`config.mk`:
```
export PLATFORM = sky130hd
export DESIGN_NAME = cpu_flag_unit
export DESIGN_NICKNAME = d
export VERILOG_FILES = /design/src/rtl/flag_unit_pkg.sv /design/src/rtl/fu_zero_track.sv /design/src/rtl/fu_ovf_track.sv /design/src/rtl/fu_irq_ctrl.sv /design/src/rtl/cpu_flag_unit.sv
export SDC_FILE = /design/constraint.sdc
export NUM_CORES = 1
export LEC_CHECK = 0
export BUFFER_PORTS_ARGS = -buffer_cell sky130_fd_sc_hd__buf_4
export CAP_MARGIN = 40
export CORE_AREA = 8 8 45 47
export DETAILED_ROUTE_END_ITERATION = 8
export DIE_AREA = 0 0 53 55
export GPL_TIMING_DRIVEN = 0
export PLACE_DENSITY = 0.67
export RECOVER_POWER = 100
export SLEW_MARGIN = 15
export SYNTH_ARGS = -nofsm -noshare
export SYNTH_HDL_FRONTEND = slang
export SYNTH_HIERARCHICAL = 1
export SYNTH_SLANG_ARGS = --single-unit
```
`constraint.sdc`:
```
create_clock -name clk -period 0.8 [get_ports clk]
set_input_delay 0.08 -clock clk [delete_from_list [all_inputs] [get_ports clk]]
set_output_delay 0.08 -clock clk [all_outputs]
set_load 0.05 [all_outputs]
```
`src/rtl/flag_unit_pkg.sv`:
```
package flag_unit_pkg;

    localparam int ACC_W     = 4;
    localparam int PAIRS     = 3;
    localparam int REQS      = 6;
    localparam int BUS_AW    = 8;
    localparam int REG_W     = 4;

    typedef struct packed {
        logic zero;
        logic ovf;
        logic mie;
    } flags_t;

    typedef enum logic [1:0] {
        MIE_HOLD  = 2'd0,
        MIE_SET   = 2'd1,
        MIE_CLEAR = 2'd2
    } mie_op_e;

    function automatic mie_op_e mie_decide(input logic set_req, input logic clr_req);
        if (clr_req)      return MIE_CLEAR;
        else if (set_req) return MIE_SET;
        else              return MIE_HOLD;
    endfunction

endpackage

```
`src/rtl/fu_zero_track.sv`:
```
module fu_zero_track #(
    parameter int DW = 4
) (
    input  logic          clk,
    input  logic          rst_n,
    input  logic          load,
    input  logic          xchg,
    input  logic [DW-1:0] data,
    output logic          zero
);
    typedef struct packed {
        logic zero;
    } zst_t;

    zst_t st_d, st_q;

    always_comb begin
        st_d = st_q;
        if (load && !xchg) begin
            st_d.zero = (data == '0);
        end
    end

    always_ff @(posedge clk or negedge rst_n) begin
        if (!rst_n) st_q <= '0;
        else        st_q <= st_d;
    end

    assign zero = st_q.zero;
endmodule

```
`src/rtl/fu_ovf_track.sv`:
```
module fu_ovf_track #(
    parameter int NP = 3
) (
    input  logic          clk,
    input  logic          rst_n,
    input  logic [NP-1:0] inc,
    input  logic [NP-1:0] carry,
    output logic          ovf
);
    typedef struct packed {
        logic ovf;
    } ost_t;

    ost_t st_d, st_q;
    logic [NP-1:0] pair_wrap;

    for (genvar p = 0; p < NP; p++) begin : g_pair
        assign pair_wrap[p] = inc[p] & carry[p];
    end

    always_comb begin
        st_d = st_q;
        if (|pair_wrap) begin
            st_d.ovf = 1'b1;
        end else if (|inc) begin
            st_d.ovf = 1'b0;
        end
    end

    always_ff @(posedge clk or negedge rst_n) begin
        if (!rst_n) st_q <= '0;
        else        st_q <= st_d;
    end

    assign ovf = st_q.ovf;
endmodule

```
`src/rtl/fu_irq_ctrl.sv`:
```
module fu_irq_ctrl
    import flag_unit_pkg::*;
#(
    parameter int                 NR       = 6,
    parameter int                 AW       = 8,
    parameter int                 RW       = 4,
    parameter logic [AW-1:0]      REG_ADDR = '1
) (
    input  logic          clk,
    input  logic          rst_n,
    input  logic          accept,
    input  logic          ret,
    input  logic          en,
    input  logic          dis,
    input  logic [NR-1:0] req,
    input  logic          wdt,
    input  logic          rd,
    input  logic [AW-1:0] addr,
    output logic [RW-1:0] rdata,
    output logic          mie,
    output logic          irq
);
    localparam int PAD_W = RW - 1;

    typedef struct packed {
        logic mie;
    } ist_t;

    ist_t    st_d, st_q;
    mie_op_e op;
    logic    hit;

    always_comb begin
        st_d = st_q;
        op   = mie_decide(en | ret, accept | dis);
        unique case (op)
            MIE_SET:   st_d.mie = 1'b1;
            MIE_CLEAR: st_d.mie = 1'b0;
            default:   st_d.mie = st_q.mie;
        endcase
    end

    always_ff @(posedge clk or negedge rst_n) begin
        if (!rst_n) st_q <= '0;
        else        st_q <= st_d;
    end

    assign hit   = rd && (addr == REG_ADDR);
    assign rdata = hit ? {{PAD_W{1'b0}}, st_q.mie} : '0;
    assign mie   = st_q.mie;
    assign irq   = wdt | (st_q.mie & (|req));
endmodule

```
`src/rtl/cpu_flag_unit.sv`:
```
module cpu_flag_unit
    import flag_unit_pkg::*;
#(
    parameter int            DATA_W   = ACC_W,
    parameter int            NUM_PAIR = PAIRS,
    parameter int            NUM_REQ  = REQS,
    parameter int            ADDR_W   = BUS_AW,
    parameter int            RDW      = REG_W,
    parameter logic [ADDR_W-1:0] MIE_ADDR = 8'hFF
) (
    input  logic                clk,
    input  logic                rst_n,
    input  logic                acc_load,
    input  logic                acc_xchg,
    input  logic [DATA_W-1:0]   acc_data,
    input  logic [NUM_PAIR-1:0] ptr_inc,
    input  logic [NUM_PAIR-1:0] ptr_carry,
    input  logic                irq_accept,
    input  logic                irq_return,
    input  logic                irq_enable,
    input  logic                irq_disable,
    input  logic [NUM_REQ-1:0]  irq_req,
    input  logic                wdt_req,
    input  logic                bus_rd,
    input  logic                bus_wr,
    input  logic [ADDR_W-1:0]   bus_addr,
    input  logic [DATA_W-1:0]   bus_wdata,
    output logic [RDW-1:0]      bus_rdata,
    output logic                zero_flag,
    output logic                g_flag,
    output logic                mie_flag,
    output logic                irq_out
);
    flags_t flags;

    // The enable register is read-only: bus writes are deliberately dropped.
    logic unused_write_path;
    assign unused_write_path = ^{bus_wr, bus_wdata};

    fu_zero_track #(.DW(DATA_W)) u_zero (
        .clk  (clk),
        .rst_n(rst_n),
        .load (acc_load),
        .xchg (acc_xchg),
        .data (acc_data),
        .zero (flags.zero)
    );

    fu_ovf_track #(.NP(NUM_PAIR)) u_ovf (
        .clk  (clk),
        .rst_n(rst_n),
        .inc  (ptr_inc),
        .carry(ptr_carry),
        .ovf  (flags.ovf)
    );

    fu_irq_ctrl #(
        .NR      (NUM_REQ),
        .AW      (ADDR_W),
        .RW      (RDW),
        .REG_ADDR(MIE_ADDR)
    ) u_irq (
        .clk   (clk),
        .rst_n (rst_n),
        .accept(irq_accept),
        .ret   (irq_return),
        .en    (irq_enable),
        .dis   (irq_disable),
        .req   (irq_req),
        .wdt   (wdt_req),
        .rd    (bus_rd),
        .addr  (bus_addr),
        .rdata (bus_rdata),
        .mie   (flags.mie),
        .irq   (irq_out)
    );

    assign zero_flag = flags.zero;
    assign g_flag    = flags.ovf;
    assign mie_flag  = flags.mie;
endmodule

```
[Yosys cells after proc, flatten, opt, wreduce, memory -nomap -nowiden]
Index checks and enable logic that the tools add are counted.
Storage, ports and cells
  input bits: 39
  logic and storage cells: 28
  flip-flop bits (word level): 3
  output and inout bits: 8
Operators by class
  bitwise operators: 7
  equality and inequality tests: 3
  reductions and logical operators: 9
  multiplexer cells: 6
Operators by type and width (number)
  8-bit == test (second input constant): 1
  3-bit OR reduction: 2
  6-bit OR reduction: 1
  1-bit AND: 4
  4-bit zero test: 1
  1-bit 2-to-1 mux: 4
  2-bit nonzero test: 2
  1-bit bitwise OR: 3
  2-bit by 1-bit == test with 1-bit output (second input constant): 1
  2-bit == test (second input constant): 1
  1-bit logical AND: 2
  2-bit 2-to-1 mux: 1
  1-bit one-hot mux with 2 select lines: 1
  1-bit zero test: 1

[Logic depth before layout (Yosys ltp)]
  word-level depth: 5
  mapped depth: 2
  gate-level depth less buffers: 2

[Hierarchy]
The synthesis kept the hierarchy.
By module, submodules not included
  fu_irq_ctrl: cells each 15, sequential area each 25.0 µm², area each 113.9 µm², times used 1
  fu_zero_track: cells each 4, sequential area each 25.0 µm², area each 58.8 µm², times used 1
  fu_ovf_track: cells each 5, sequential area each 25.0 µm², area each 51.3 µm², times used 1

[Least setup slack after synthesis]
No wires, ideal clock.
  path type: reg2out
  start: register u_irq.st_q (netlist: u_irq/mie)
  end: output irq_out
  stages on the path, launching flop included: 3
  data required time: 720 ps
  data arrival time: 1513 ps
  path buffers: 0
  setup slack: -793 ps
  cells stage by stage: dfrtp_1 -> nor2_1 -> a21oi_1
On the way
  cells in the longest elaborated chain, start to end: 2
RTL lines
  from (decl): line fu_irq_ctrl.sv:29  | ist_t st_d, st_q;
  from (signal assigned): line fu_irq_ctrl.sv:45  | else st_q <= st_d;
  1-bit AND: line fu_irq_ctrl.sv:51  | assign irq = wdt | (st_q.mie & (|req));
  1-bit bitwise OR: line fu_irq_ctrl.sv:51
  to (decl): line cpu_flag_unit.sv:32  | output logic irq_out
Every way passes these cells.

[Final worst setup path]
Ends and elaborated chain as after synthesis.

==> impl_metrics.tcl <==
set metrics [dict create \
    finalWirelength_um 1098 \
    hpwlAfterDp_um 938.7 \
    grt_remaining_overflow 0 \
    clockPowerShare_pct 34.4 \
    fmax_mhz 866.3 \
    dieArea_um2 2915 \
    hold_class "in2reg" \
    yosysSeqAreaShare_pct 33.52 \
    ys_seq_elements 3 \
    vias_per_cell 4.189 \
    hold_viol 0 \
    seqPwrFrac_pct 22.7 \
    slew_viol_final 0 \
    violations "setup timing" \
    antenna_found_initial 0 \
    layout_setup_ws_ps -354.3 \
    post_dp_cell_area_um2 550.5 \
    combPwrFrac_pct 42.9 \
    period_needed_ps 1154 \
    leakage_nw 0.3387 \
    fillCellCount 149 \
    crit_type "reg2out" \
    drive_gt1_share_pct 78.38 \
    num_vias 377 \
    critPathLaunch "u_irq/mie$_DFFE_PN0P_" \
    syn_area_per_cell_um2 9.332 \
    worstSkewPairLatency_ps 230 \
    clk_path_buf_depth 2 \
    crit_fanout 3 \
    drt_iter0_drc 1 \
    clock_skew_ps 0 \
    initial_utilization_pct 16.18 \
    reg2reg_from "u_ovf/ovf$_DFFE_PN0P_" \
    place_ws_ps -223.0 \
    reg2reg_setup_slack_ps -150 \
    cts_tree "yes" \
    r2r.worst_path.cells 2 \
    rsz0062_at_grt "yes" \
    wl_per_cell_um 12.20 \
    register_area_um2 78.83 \
    cap_violations 0 \
    switchingPower_uw 222.7 \
    outcome "complete, but fails checks" \
    die_w_um 53 \
    grt_pass1_vias 419 \
    dr.pass1.iters 2 \
    cp.required_ps 720 \
    port_buffers 38 \
    p_sw_share_pct 29.50 \
    gp_congestion 0.6691 \
    final_area_um2 668.1 \
    peakVddDrop_mv 0.4891 \
    final_common_cell "buf_4" \
    synthCells 24 \
    num_rows 14 \
    synth_cell_types 15 \
    ys_warn_count 6 \
    cp.arrival_ps 1070 \
    r2r_end "u_ovf/ovf$_DFFE_PN0P_" \
    worst_setup_path_start_kind "register" \
    fp.dieH_um 55 \
    grt_util_all_layers_pct 7.495 \
    setup_viol 7 \
    ant_nets 0 \
    crit_path_end "irq_out" \
    syn2layout_area_growth_pct 198.3 \
    p_int_uw 532.2 \
    power_density_nw_per_um2 1130 \
    cts-root-buf "clkbuf_4" \
    drcViolationCount 0 \
    cts_htree_levels 1 \
    core-area_um2 1384 \
    grt_first_pass_wirelength_um 1614 \
    clk_pin_slew_ps 40 \
    io_pins 47 \
    end_kind "output pin" \
    final_cell_mix "37 x buf_4, 5 x buf_6" \
    clock-sinks 3 \
    cts_buffers 3 \
    grt_max_degree 4 \
    layout.nets 114 \
    antenna_cells_inserted 0 \
    multi_input_area_um2 160.2 \
    min_period_over_period_pct 144.3 \
    synth.cell_area_um2 224.0 \
    p_total_uw 754.9 \
]
[timing repair]
action / 4_1_cts / 5_1_grt
pin swaps: 3 / 0
hold buffers: 3 / 0
hold endpoints to repair: 4 / 0
gates resized for setup: 6 / 5
setup endpoints to repair: 6 / 7
setup buffers: 1 / 2
[through the flow]
step	util, %	hold slack, ps	std cells	setup TNS [ps]
floorplan	-	-215.6	26	-1311
global placement	39.78	-129.6	80	-361.3
detailed placement	39.78	-127.5	80	-404.1
CTS	46.11	73.75	88	-1153
global route	48.28	95.02	90	-1619
finish	48.28	90.65	90	-1364
[sequential cells by signal, summed over array words and instances (netlist names)]
signal and cells:
u_zero/zero 1, u_irq/mie 1, u_ovf/ovf 1
[per-layer routing]
layer  part of all wire [%]  track usage (%)  up-vias
met5                      0                0        -
met1                     26            4.726      162
met4                      0            3.879        0
met2                     46            13.48       31
li1                       -                -      184
met3                     28            7.487        0
[critical path: stages, from the launching register on]
cell	delay [ps]
dfrtp_2	410
buf_4	140
nor2_2	100
a21oi_2	40
buf_6	160
[cells in the mapped netlist]
library cell / n / area, um2
nor2_1: 1 / 3.750
mux2_4: 1 / 15.01
conb_1: 1 / 3.750
nor3_2: 1 / 10.01
nand4_1: 2 / 12.51
dfrtp_1: 3 / 75.07
nor3_1: 3 / 15.01
nor2b_1: 1 / 6.260
buf_4: 3 / 22.52
or4b_1: 1 / 10.01
a21oi_1: 1 / 5.000
nor4_2: 2 / 25.02
nand2_1: 2 / 7.510
a22oi_1: 1 / 7.510
nand3_1: 1 / 5.000
[worst min-delay path by stage]
stage / slack [ps] / to / depth (start not counted) / from
floorplan: -220 / u_irq/mie$_DFFE_PN0P_ / 0 / rst_n
global placement: -130 / u_ovf/ovf$_DFFE_PN0P_ / 1 / rst_n
detailed placement: -130 / u_zero/zero$_DFFE_PN0P_ / 1 / rst_n
CTS: 70 / u_ovf/ovf$_DFFE_PN0P_ / 3 / ptr_carry[1]
global route: 100 / u_ovf/ovf$_DFFE_PN0P_ / 3 / ptr_carry[1]
finish: 90 / u_ovf/ovf$_DFFE_PN0P_ / 3 / ptr_carry[1]
[cell families (layout without fill, tap and decap cells)]
| group | Yosys count | after routing | share of synthesized area (%) |
|---|---|---|---|
| other | 1 | 3 | 1.674 |
| AND/OR/NAND/NOR | 14 | 14 | 42.45 |
| flip-flops | 3 | 3 | 33.52 |
| AO/OA/AOI/OAI | 2 | 2 | 5.586 |
| multiplexers | 1 | 1 | 6.702 |
| buffers and inverters | 3 | 51 | 10.06 |
[power groups by stage]
stage	clock, mW	combinational [mW]	sequential (mW)
global placement	0	0.276	0.173
finish	0.260	0.324	0.171
floorplan	0	0.0874	0.208
global route	0.286	0.344	0.173
CTS	0.276	0.309	0.171
detailed placement	0	0.280	0.173
[final cells by class]
cell class	instances	share of cell area [%]
plain buffers	3	3.371
flip-flops and latches	3	11.80
repair buffers	44	53.93
multi-input cells	20	23.97
clock buffers	4	3.933
well taps	16	2.996
Note: power is estimated with default switching activity, not from simulation.
